$ cat config.mk
export PLATFORM = sky130hd
export DESIGN_NAME = asmem_strobe_ctrl
export DESIGN_NICKNAME = d
export VERILOG_FILES = /design/src/rtl/amc_pkg.sv /design/src/rtl/amc_ready_sync.sv /design/src/rtl/amc_phase_seq.sv /design/src/rtl/asmem_strobe_ctrl.sv
export SDC_FILE = /design/constraint.sdc
export NUM_CORES = 1
export LEC_CHECK = 0
export ABC_AREA = 1
export BUFFER_PORTS_ARGS = -buffer_cell sky130_fd_sc_hd__buf_4
export CORE_AREA = 5 5 105 107
export DETAILED_ROUTE_END_ITERATION = 6
export DIE_AREA = 0 0 110 112
export PLACE_DENSITY = 0.77
export SETUP_SLACK_MARGIN = 0.1
export SLEW_MARGIN = 40
export SYNTH_ARGS = -nofsm -noshare
export SYNTH_HDL_FRONTEND = slang
export SYNTH_SLANG_ARGS = --single-unit
export TNS_END_PERCENT = 5
$ cat constraint.sdc
create_clock -name clk -period 1.9 [get_ports clk]
set_input_delay 0.19 -clock clk [delete_from_list [all_inputs] [get_ports clk]]
set_output_delay 0.19 -clock clk [all_outputs]
set_load 0.01 [all_outputs]
$ cat src/rtl/amc_pkg.sv
package amc_pkg;

    parameter int unsigned PH_LEN_W = 4;

    typedef enum logic [1:0] {
        PH_IDLE   = 2'd0,
        PH_SETUP  = 2'd1,
        PH_STROBE = 2'd2,
        PH_HOLD   = 2'd3
    } phase_e;

    typedef struct packed {
        logic [PH_LEN_W-1:0] setup;
        logic [PH_LEN_W-1:0] strobe;
        logic [PH_LEN_W-1:0] hold;
    } phase_times_t;

    // Counter reload value: a phase of N cycles counts N-1 down to 0,
    // and a zero field behaves as a one-cycle phase.
    function automatic logic [PH_LEN_W-1:0] last_idx(input logic [PH_LEN_W-1:0] f);
        return (f == '0) ? '0 : f - 1'b1;
    endfunction

endpackage

$ cat src/rtl/amc_ready_sync.sv
module amc_ready_sync #(
    parameter int unsigned STAGES = 2
) (
    input  logic clk,
    input  logic rst,
    input  logic rdy_async,
    output logic rdy_sync
);
    logic [STAGES-1:0] chain;

    generate
        for (genvar i = 0; i < STAGES; i++) begin : g_stage
            if (i == 0) begin : g_first
                always_ff @(posedge clk) begin
                    if (rst) chain[0] <= 1'b1;
                    else     chain[0] <= rdy_async;
                end
            end else begin : g_next
                always_ff @(posedge clk) begin
                    if (rst) chain[i] <= 1'b1;
                    else     chain[i] <= chain[i-1];
                end
            end
        end
    endgenerate

    assign rdy_sync = chain[STAGES-1];
endmodule

$ cat src/rtl/amc_phase_seq.sv
module amc_phase_seq
    import amc_pkg::*;
(
    input  logic         clk,
    input  logic         rst,
    input  logic         start,
    input  phase_times_t times,
    input  logic         rdy,
    output phase_e       phase,
    output logic         last_strobe,
    output logic         done
);
    logic [PH_LEN_W-1:0] cnt;
    phase_times_t        tm;
    logic                in_window;

    assign in_window = (phase == PH_STROBE) && (cnt <= 1);

    always_ff @(posedge clk) begin
        if (rst) begin
            phase <= PH_IDLE;
            cnt   <= '0;
            tm    <= '0;
        end else begin
            unique case (phase)
                PH_IDLE: begin
                    if (start) begin
                        phase <= PH_SETUP;
                        cnt   <= last_idx(times.setup);
                        tm    <= times;
                    end
                end
                PH_SETUP: begin
                    if (cnt == '0) begin
                        phase <= PH_STROBE;
                        cnt   <= last_idx(tm.strobe);
                    end else begin
                        cnt <= cnt - 1'b1;
                    end
                end
                PH_STROBE: begin
                    if (in_window && !rdy) begin
                        cnt <= 1;   // park two cycles from the end
                    end else if (cnt == '0) begin
                        phase <= PH_HOLD;
                        cnt   <= last_idx(tm.hold);
                    end else begin
                        cnt <= cnt - 1'b1;
                    end
                end
                PH_HOLD: begin
                    if (cnt == '0) phase <= PH_IDLE;
                    else           cnt   <= cnt - 1'b1;
                end
                default: phase <= PH_IDLE;
            endcase
        end
    end

    assign last_strobe = (phase == PH_STROBE) && (cnt == '0) && rdy;
    assign done        = (phase == PH_HOLD) && (cnt == '0);

    // a low ready inside the window keeps the strobe going
    assert_ready_stretch_R10: assert property (@(posedge clk) disable iff (rst)
        (in_window && !rdy) |=> (phase == PH_STROBE))
        else $error("strobe ended while ready low");

    // completion returns to idle and is a single-cycle pulse
    assert_back_to_idle_R4: assert property (@(posedge clk) disable iff (rst)
        done |=> (phase == PH_IDLE && !done))
        else $error("no idle after completion");

endmodule

$ cat src/rtl/asmem_strobe_ctrl.sv
module asmem_strobe_ctrl
    import amc_pkg::*;
#(
    parameter int unsigned ADDR_W    = 20,
    parameter int unsigned DATA_W    = 32,
    parameter int unsigned BE_W      = DATA_W / 8,
    parameter int unsigned LEN_W     = PH_LEN_W,
    parameter int unsigned RDY_SYNC  = 2
) (
    input  logic              clk,
    input  logic              rst,
    input  logic              req,
    input  logic              req_we,
    input  logic [ADDR_W-1:0] req_addr,
    input  logic [BE_W-1:0]   req_be,
    input  logic [DATA_W-1:0] req_wdata,
    output logic              ack,
    output logic [DATA_W-1:0] rdata,
    input  logic [LEN_W-1:0]  rd_setup,
    input  logic [LEN_W-1:0]  rd_strobe,
    input  logic [LEN_W-1:0]  rd_hold,
    input  logic [LEN_W-1:0]  wr_setup,
    input  logic [LEN_W-1:0]  wr_strobe,
    input  logic [LEN_W-1:0]  wr_hold,
    output logic              mem_ce_n,
    output logic [BE_W-1:0]   mem_be_n,
    output logic [ADDR_W-1:0] mem_addr,
    output logic              mem_oe_n,
    output logic              mem_rd_n,
    output logic              mem_wr_n,
    output logic [DATA_W-1:0] mem_wdata,
    output logic              mem_wdata_en,
    input  logic [DATA_W-1:0] mem_rdata,
    input  logic              mem_ready
);
    phase_e       phase;
    phase_times_t times;
    logic         rdy_s;
    logic         last_strobe;
    logic         accept;
    logic         we_q;
    logic [BE_W-1:0] be_q;
    logic         active;
    logic         strobing;

    assign times  = req_we ? '{setup: wr_setup, strobe: wr_strobe, hold: wr_hold}
                           : '{setup: rd_setup, strobe: rd_strobe, hold: rd_hold};
    assign accept = req && (phase == PH_IDLE);

    amc_ready_sync #(.STAGES(RDY_SYNC)) u_sync (
        .clk       (clk),
        .rst       (rst),
        .rdy_async (mem_ready),
        .rdy_sync  (rdy_s)
    );

    amc_phase_seq u_seq (
        .clk         (clk),
        .rst         (rst),
        .start       (accept),
        .times       (times),
        .rdy         (rdy_s),
        .phase       (phase),
        .last_strobe (last_strobe),
        .done        (ack)
    );

    // request capture: selects stay frozen for the whole access
    always_ff @(posedge clk) begin
        if (rst) begin
            we_q      <= 1'b0;
            be_q      <= '0;
            mem_addr  <= '0;
            mem_wdata <= '0;
        end else if (accept) begin
            we_q      <= req_we;
            be_q      <= req_be;
            mem_addr  <= req_addr;
            mem_wdata <= req_wdata;
        end
    end

    // read data taken from the bus in the final strobe cycle
    always_ff @(posedge clk) begin
        if (rst)                      rdata <= '0;
        else if (last_strobe && !we_q) rdata <= mem_rdata;
    end

    assign active       = (phase != PH_IDLE);
    assign strobing     = (phase == PH_STROBE);
    assign mem_ce_n     = !active;
    assign mem_be_n     = active ? ~be_q : '1;
    assign mem_rd_n     = !(strobing && !we_q);
    assign mem_wr_n     = !(strobing && we_q);
    assign mem_oe_n     = mem_rd_n;
    assign mem_wdata_en = active && we_q;

    // address and byte enables do not move while chip enable stays low
    assert_select_stable_R2: assert property (@(posedge clk) disable iff (rst)
        (!mem_ce_n && !$past(mem_ce_n)) |-> ($stable(mem_addr) && $stable(mem_be_n)))
        else $error("select changed mid-access");

    // ack only inside an access
    assert_ack_in_access_R4: assert property (@(posedge clk) disable iff (rst)
        ack |-> !mem_ce_n)
        else $error("ack outside access");

    // strobes mutually exclusive
    assert_one_strobe_R6: assert property (@(posedge clk) disable iff (rst)
        (mem_rd_n || mem_wr_n))
        else $error("both strobes low");

    // write bus driven only during a write access
    assert_wdata_window_R7: assert property (@(posedge clk) disable iff (rst)
        mem_wdata_en |-> (!mem_ce_n && mem_oe_n))
        else $error("write data driven outside write access");

endmodule

==> summary.txt <==
Reg clk slew, reported paths: 0.10 ns
post-synthesis cell count: 600
Synth area leaders: dfxtp_1 (48%), nor2_1 (17%), o21ai_0 (10%)
vias in the first global route: 4268
Pre-antenna DRT Iters: 4
WL per Instance: 13.8 um
ANT nets after route: 0
synth unique cells: 28
Worst Max-Slew Pin Slew: 0.456 ns
CTS Buffer Depth: 2
Initial DRC Count: 275
Vias: 4478
crit path buf inv count: 4
final slew viol count: 0
die width: 110 um
relative slew slack: 0.696
Max stage delay on crit path: 0.38 ns
outcome: finished, final reports clean
CP arrival: 1.52 ns
delay-heaviest family, CP: buffers and inverters
Critical Path End Type: output pin
commonest non-fill, non-tap cell in the layout: buf_4
Top cell by count, worst path: buf_4
Worst EP required: 1.71 ns
TritonCTS Buffers: 9
Syn Nets: 728
layout cells sized above 1: 0.310
placed inst area: 0.00606 mm2
Yosys top cell area share: 0.482
Lkg Pwr: 3.10 nW
Site Rows: 37
Inst Count DP: 923
Mapped Area: 0.00436 mm2
post-synthesis sequential area ratio: 0.482
PwrDens: 1240 mW/mm2
largest vdd supply drop: 588 uV
fin crit period: 1.71 ns
largest net degree at the start of global routing: 73
first-pass GRT wire length: 20200 um
total power draw: 7.73 mW
Total GRT Usage: 0.203
die footprint: 0.0123 mm2
Hold Vio Cnt, Final: 0
synthesis-to-finish area growth: 43.6%
CP cell instances: inv_1 -> ha_1 -> inv_2 -> buf_4 -> nand2_1 -> buf_4
max frequency: 0.585 GHz
GR Overflow Total: 0
Syn Area/Cell: 7.27 um2
Setup TNS: 0 ns
CTS tree: built
total of max-cap violations: 0
IO Count: 211
Root Driver: clkbuf_8
routed vias/inst: 4.77
Routed WL: 12900 um
Worst Skew: 0.00957 ns
clk sinks: 105
most frequent cells in the layout: buf_4 (216), nor2_1 (192), dfxtp_1 (105)
HP Class: input pin to flip-flop
initial antenna violation count: 0
Yosys reg bits: 105
RSZ-0062 raised after global routing: true
Core Footprint: 0.0100 mm2
DP Wirelength: 9750 um
Inserted Diodes: 0
area leader, netlist: dfxtp_1
Finished Cell Area: 0.00626 mm2
Die Ht: 112 um
H-tree levels: 3
CP max-delay cell: dfxtp_1
final setup violation count: 0
Worst Setup Start Kind: flip-flop
Crit Path Class: flip-flop to output pin
warnings from Yosys: 0
GP Congestion: 0.897
worst-path fanout max: 8
IO buf count: 210
Clock Latency Late Sink: 0.35 ns
final std cells w/o fill: 939
drt drc: 0
Initial Util: 0.434
final net count: 927
crit share post-route: 0.899
final timing paths:
path	start	to	slack [ns]	cells past startpoint
worst min register to register	u_sync.chain[0]	u_sync.rdy_sync	0.42	1
worst max-delay path	u_seq.phase[0]	mem_be_n[3]	0.19	6
worst min-delay path	rst	u_seq.phase[0]	0.03	2
worst max register to register	u_seq.phase[0]	rdata[12]	0.28	7
cell usage after synthesis:
master and count:
nor2_4 1, xor2_1 3, a21oi_1 9, nor3_4 1
nand3_2 1, nor3_1 1, o21ai_0 89, or2_2 3
o21ai_2 1, inv_2 4, buf_4 3, a211oi_1 1
o21ai_1 8, o211ai_1 9, clkbuf_1 15, a31oi_1 2
nand3_1 19, ha_1 11, clkbuf_2 1, o31ai_1 1
nand2_1 72, xnor2_1 1, dfxtp_1 105, or2_1 1
buf_2 14, inv_1 31, nand2_4 1, nor2_1 192
worst reg2reg max path, stage by stage, from the launching register on:
cell     delay [ns]
dfxtp_1        0.35
inv_1          0.11
ha_2           0.25
nand2_1        0.14
nor3_4         0.23
buf_6          0.23
o21ai_0        0.12
nor2_1         0.13
layer usage:
metal	up-vias	track usage	part of all wire	wire [um]
met1	2006	0.243	0.40	5130
met2	148	0.343	0.50	6440
met5	-	0	0	0
met3	20	0.0655	0.085	1110
met4	0	0.0590	0.019	248
li1	2304	-	-	-
power breakdown:
group / switching (mW) / internal [mW] / total, mW
clock network: 0.792 / 0.489 / 1.28
registers: 0.319 / 2.75 / 3.06
logic: 1.90 / 1.49 / 3.39
layout make-up:
class / instances / area [um2]
clock inverter: 6 / 53.8
clock buffer: 9 / 124
fill: 922 / 3780
sequential: 105 / 2100
multi-input combinational: 427 / 1970
inverter: 35 / 134
timing repair buffer: 221 / 1700
tap: 136 / 170
sequential cells by signal (all words and copies together), names as in the netlist:
name and count:
u_sync.rdy_sync 1, u_seq.phase 2, u_seq.tm 8, be_q 4, we_q 1, u_seq.cnt 4
mem_addr 20, mem_wdata 32, rdata 32, u_sync.chain 1
cell families after synthesis:
| family | Yosys count | synth area share |
|---|---|---|
| fa+ha+maj | 11 | 0.0316 |
| xor+xnor | 4 | 0.00804 |
| buf+inv | 68 | 0.0654 |
| flops | 105 | 0.482 |
| compound gates | 120 | 0.146 |
| simple gates | 292 | 0.267 |
repair_timing:
| item | 4_1_cts | 5_1_grt |
|---|---|---|
| setup endpoints to repair | 0 | 34 |
| gates resized for setup | 0 | 4 |
| buffers inserted | 0 | 0 |
| hold buffers | 1 | 0 |
| endpoints found under the hold margin | 1 | 0 |
through the flow:
stage                util  setup slack (ns)  hold WS, ns
floorplan               -             0.358        0.268
global placement    0.604             0.293        0.377
detailed placement  0.604             0.178        0.378
CTS                 0.622             0.157      0.00889
global route        0.623            0.0900      0.00797
finish              0.623             0.191       0.0303
Power figures use the tool's default switching activity.
